## config.mk

```make
export PLATFORM = sky130hd
export DESIGN_NAME = cmd_gate
export DESIGN_NICKNAME = d
export VERILOG_FILES = /design/src/rtl/cmd_gate.sv
export SDC_FILE = /design/constraint.sdc
export NUM_CORES = 1
export LEC_CHECK = 0
export BUFFER_PORTS_ARGS = -buffer_cell sky130_fd_sc_hd__buf_2
export CAP_MARGIN = 0
export CORE_MARGIN = 10
export CORE_UTILIZATION = 25
export CTS_BUF_LIST = sky130_fd_sc_hd__clkbuf_16
export DETAILED_ROUTE_END_ITERATION = 10
export PLACE_DENSITY = 0.52
export RECOVER_POWER = 25
export SETUP_SLACK_MARGIN = 0.2
export SYNTH_ARGS = -nofsm -noshare
export SYNTH_HDL_FRONTEND = slang
export SYNTH_SLANG_ARGS = --single-unit
```

## constraint.sdc

```tcl
create_clock -name clk -period 0.94 [get_ports clk]
set_input_delay 0.047 -clock clk [delete_from_list [all_inputs] [get_ports clk]]
set_output_delay 0.047 -clock clk [all_outputs]
set_load 0.01 [all_outputs]
```

## src/rtl/cmd_gate.sv

```systemverilog
module cmd_gate #(
  parameter logic [2:0] PH_MSGOUT = 3'b110,
  parameter logic [2:0] PH_MSGIN  = 3'b111
) (
  input  logic       clk,
  input  logic       rst_n,
  input  logic       cmd_we,
  input  logic [7:0] cmd_data,
  input  logic       conn_dis,
  input  logic       conn_init,
  input  logic [2:0] phase,
  input  logic       busrst_quiet,
  input  logic [7:0] evt_set,
  input  logic       irq_rd,
  output logic [7:0] irq_q,
  output logic       irq_pend,
  output logic       go_stb,
  output logic [6:0] go_op,
  output logic       go_dma
);

  localparam int ILL_BIT  = 6;
  localparam int BRST_BIT = 7;

  logic [6:0] op;
  logic       g1, g2, g3, g4, msg_ph, legal;
  logic [7:0] irq_r, irq_set;

  assign op     = cmd_data[6:0];
  assign msg_ph = (phase == PH_MSGOUT) || (phase == PH_MSGIN);

  always_comb begin
    g1 = (op <= 7'h03);
    g2 = 1'b0;
    case (op)
      7'h10, 7'h11, 7'h12, 7'h18, 7'h1A, 7'h1B: g2 = 1'b1;
      default: g2 = 1'b0;
    endcase
    g3 = ((op >= 7'h20) && (op <= 7'h25)) || ((op >= 7'h27) && (op <= 7'h2B));
    g4 = (op >= 7'h40) && (op <= 7'h47);
    legal = g1 | (g2 & conn_init) | (g3 & conn_init & msg_ph) | (g4 & conn_dis);
  end

  always_comb begin
    irq_set = evt_set;
    if (cmd_we && !legal) irq_set[ILL_BIT] = 1'b1;
    if (cmd_we && op == 7'h03 && !busrst_quiet) irq_set[BRST_BIT] = 1'b1;
  end

  always_ff @(posedge clk or negedge rst_n) begin
    if (!rst_n) begin
      irq_r  <= '0;
      go_stb <= 1'b0;
      go_op  <= '0;
      go_dma <= 1'b0;
    end else begin
      irq_r  <= (irq_rd ? 8'h00 : irq_r) | irq_set;
      go_stb <= cmd_we & legal;
      go_op  <= op;
      go_dma <= cmd_data[7];
    end
  end

  assign irq_q    = irq_r;
  assign irq_pend = |irq_r;


  gap_refused_chk: assert property (@(posedge clk) disable iff (!rst_n)
    (cmd_we && cmd_data[6:0] == 7'h26) |=> (!go_stb && irq_q[6]));


  stb_after_write_chk: assert property (@(posedge clk) disable iff (!rst_n)
    go_stb |-> $past(cmd_we));


  g4_accept_chk: assert property (@(posedge clk) disable iff (!rst_n)
    (cmd_we && cmd_data[6:3] == 4'b1000 && conn_dis) |=> go_stb);


  read_clear_chk: assert property (@(posedge clk) disable iff (!rst_n)
    (irq_rd && evt_set == 8'h00 && !cmd_we) |=> (irq_q == 8'h00));


  quiet_reset_chk: assert property (@(posedge clk) disable iff (!rst_n)
    (cmd_we && cmd_data[6:0] == 7'h03 && busrst_quiet && !irq_q[7] && !evt_set[7]) |=> !irq_q[7]);

endmodule

```

==> metrics.txt <==
Worst Path Buf+Inv 1; Cells after Synth between 40 and 50; cell area after synthesis just over 600 um2; final setup margin -0.224 ns; Cells after DPL around 130; clk buf depth 2; post-synthesis mux area share 0; Overall Power just under 2000 uW; hold crit path type input port to register; clock share of power 0.421; main combinational cell family by area after synthesis compound AO/OA/AOI/OAI gates; Setup crit end irq_pend; Synth Warn # 0; failing checks setup timing; TritonCTS buffer count 3; Die X ~70 um; P_sw 414 uW; Post-Synth Simple-Gate Area 0.126; Critical R2R Launch irq_q[5]; slew margin rel. 0.715; clock skew 0 ns; Final nets 145; pre-CTS setup slack -0.226 ns; max-cap violations 0; Max IR drop VDD around 880 uV; compound-cell area share of the yosys netlist 0.169; wire per inst between 10 and 15 um; share of cells above drive strength 1 0.551; Finish-stage setup viols 4; Reg-to-Reg End irq_q[5]; outcome complete, but fails checks; critical-path cell with the highest stage delay dfrtp_1; Req. time, crit path 0.89 ns; Syn Nets 72; worst-skew pair later-pin latency 0.24 ns; critical-path cell list nor4_2 > nand2_1 > buf_2; GPL Wtd Cong between 0.8 and 0.9; hold path start evt_set[7]; CTS sink cnt 17; share of the synthesized area in the top cell type 0.692; Worst Max-Slew Pin Slew between 0.4 and 0.5 ns; crit-path max cell delay around 0.4 ns; largest net degree at the start of global routing 18; cell count of the worst reg-to-reg path 3; crit path max fanout 2; xor-xnor portion of the synthesized cell area 0; router iterations before antenna repair 4; clock root cell clkbuf_16; WL final approximately 2.1 mm; die area around 4800 um2; post-synthesis adder-cell area fraction 0; commonest non-fill, non-tap cells in the layout 33 x buf_2, 17 x dfrtp_1, 11 x dlygate4sd3_1; Starting Density 0.270; Finished Layout Cells approximately 150; Final Core Density 0.546; Hold Violations, Final 0; initial antenna violation count 0; largest cells by area after synthesis dfrtp_1 69%, a21o_1 8.6%, or4b_1 3.3%; final period utilization 1.24; critical path depth in cells 3; flop-to-flop setup slack approximately 0.070 ns; DRT antenna net count 0; CP arrival between 1 and 1.5 ns; global route overflow 0; worst setup path category register to primary output; DRC errors left 0; Area Growth Syn to Fin 102%; first-pass GRT wire length roughly 3.3 mm; # IOs between 40 and 50; vias per inst 4.48; Crit. Startpoint irq_q[1]; Cell Rows 17; Clock transition at path regs 0.05 ns; DR vias 654; post-synthesis cell type count 18; Internal Pwr Total about 1500 uW; core area between 2000 and 2500 um2; sequential share of power 0.413; area leader, netlist dfrtp_1; Max Clock Freq roughly 0.86 GHz; Final Max Slew Viols 0; TritonCTS clock tree done; switch share 0.213; kind of cell adding the most delay to the critical path flip-flops; Worst setup EP type primary output; n_diodes 0; vias in the first global route 720; DR iter-0 viols 17; Avg Cell Area, Syn 13.4 um2; unrepaired setup endpoints after global routing yes; Final HPWL DP 1.56 mm; die height a little under 70 um; Startpoint Class register; register bit count reported by yosys 17; Cell Pwr Density about 1600 nW/um2; Combinational Power Share 0.167; min cycle time layout 1.16 ns; Port Buffers 42; most common cell after layout, fill and taps aside buf_2; leakage 0.000597 uW; CTS H-tree depth 1; part of the Yosys area used for sequential elements 0.692; GRT Total Usage 0.0810
synth_stat cells:
| cell | instances |
|---|---|
| nor2b_1 | 1 |
| a21boi_0 | 1 |
| dfrtp_1 | 17 |
| nor3_1 | 1 |
| nand4_1 | 1 |
| nand2_1 | 2 |
| o41ai_1 | 1 |
| nand3b_1 | 1 |
| a31oi_1 | 1 |
| or4b_1 | 2 |
| and2b_2 | 1 |
| a21o_1 | 7 |
| inv_1 | 2 |
| nor4_1 | 2 |
| nor2_1 | 1 |
| o21ai_0 | 2 |
| a21oi_1 | 2 |
| a31o_1 | 1 |
per-stage QoR:
| step | area, um2 | hold WS (ns) | setup TNS [ns] |
|---|---|---|---|
| after global placement | 935 | -0.0112 | -0.522 |
| final | 1240 | 0.00171 | -0.399 |
| after global routing | 1240 | 0.00989 | -0.575 |
| after detailed placement | 935 | -0.00945 | -0.515 |
| after floorplan | 614 | -0.249 | -0.0466 |
| after CTS | 1200 | -0.00836 | -0.309 |
worst min-delay path by stage:
stage,endpoint,slack [ns],depth (start not counted)
finish,irq_q[7],0.002,3
global route,irq_q[7],0.01,3
CTS,irq_q[7],-0.008,3
detailed placement,go_dma,-0.009,1
global placement,go_dma,-0.01,1
floorplan,go_dma,-0.25,0
cell type report:
class / count / area [um2]
repair buffers: 68 / 464
multi-input cells: 27 / 230
fillers: 187 / 1030
well taps: 28 / 35.0
clock buffers: 3 / 75.1
clock inverters: 1 / 3.75
inverters: 2 / 10.0
flip-flops and latches: 17 / 425
flip-flops by register name (all words and copies together), names as in the netlist:
register / flops
go_stb: 1
go_op: 7
irq_q: 8
go_dma: 1
cells by family (layout without fill, tap and decap cells):
kind of cell	after synthesis	count (layout)
flip-flops	17	17
AND/OR/NAND/NOR	12	12
buffers and inverters	2	74
AO/OA/AOI/OAI	15	15
power by group through the flow:
stage	Combinational (uW)	Clock [uW]	Sequential [uW]
6_report	323	817	801
3_3_place_gp	228	0	805
2_1_floorplan	43.7	0	829
4_1_cts	302	839	798
3_5_place_dp	230	0	808
5_1_grt	356	865	804
per-layer routing:
layer,global-route usage,wire (um)
met5,0,0
met3,0.0456,209
met2,0.131,1010
met1,0.0892,886
met4,0.0200,0
timing repair:
action / CTS / global route
endpoints found under the hold margin: 28 / 0
hold buffers: 11 / 0
setup buffers: 2 / 3
setup endpoints to repair: 23 / 24
resized for setup: 13 / 19
pin swaps: 4 / 9
tightest hold or removal path, cell delays in order:
cell,delay (ns)
buf_2,0.09
a21oi_2,0.04
o41ai_2,0.04
(Power assumes the default switching activity.)
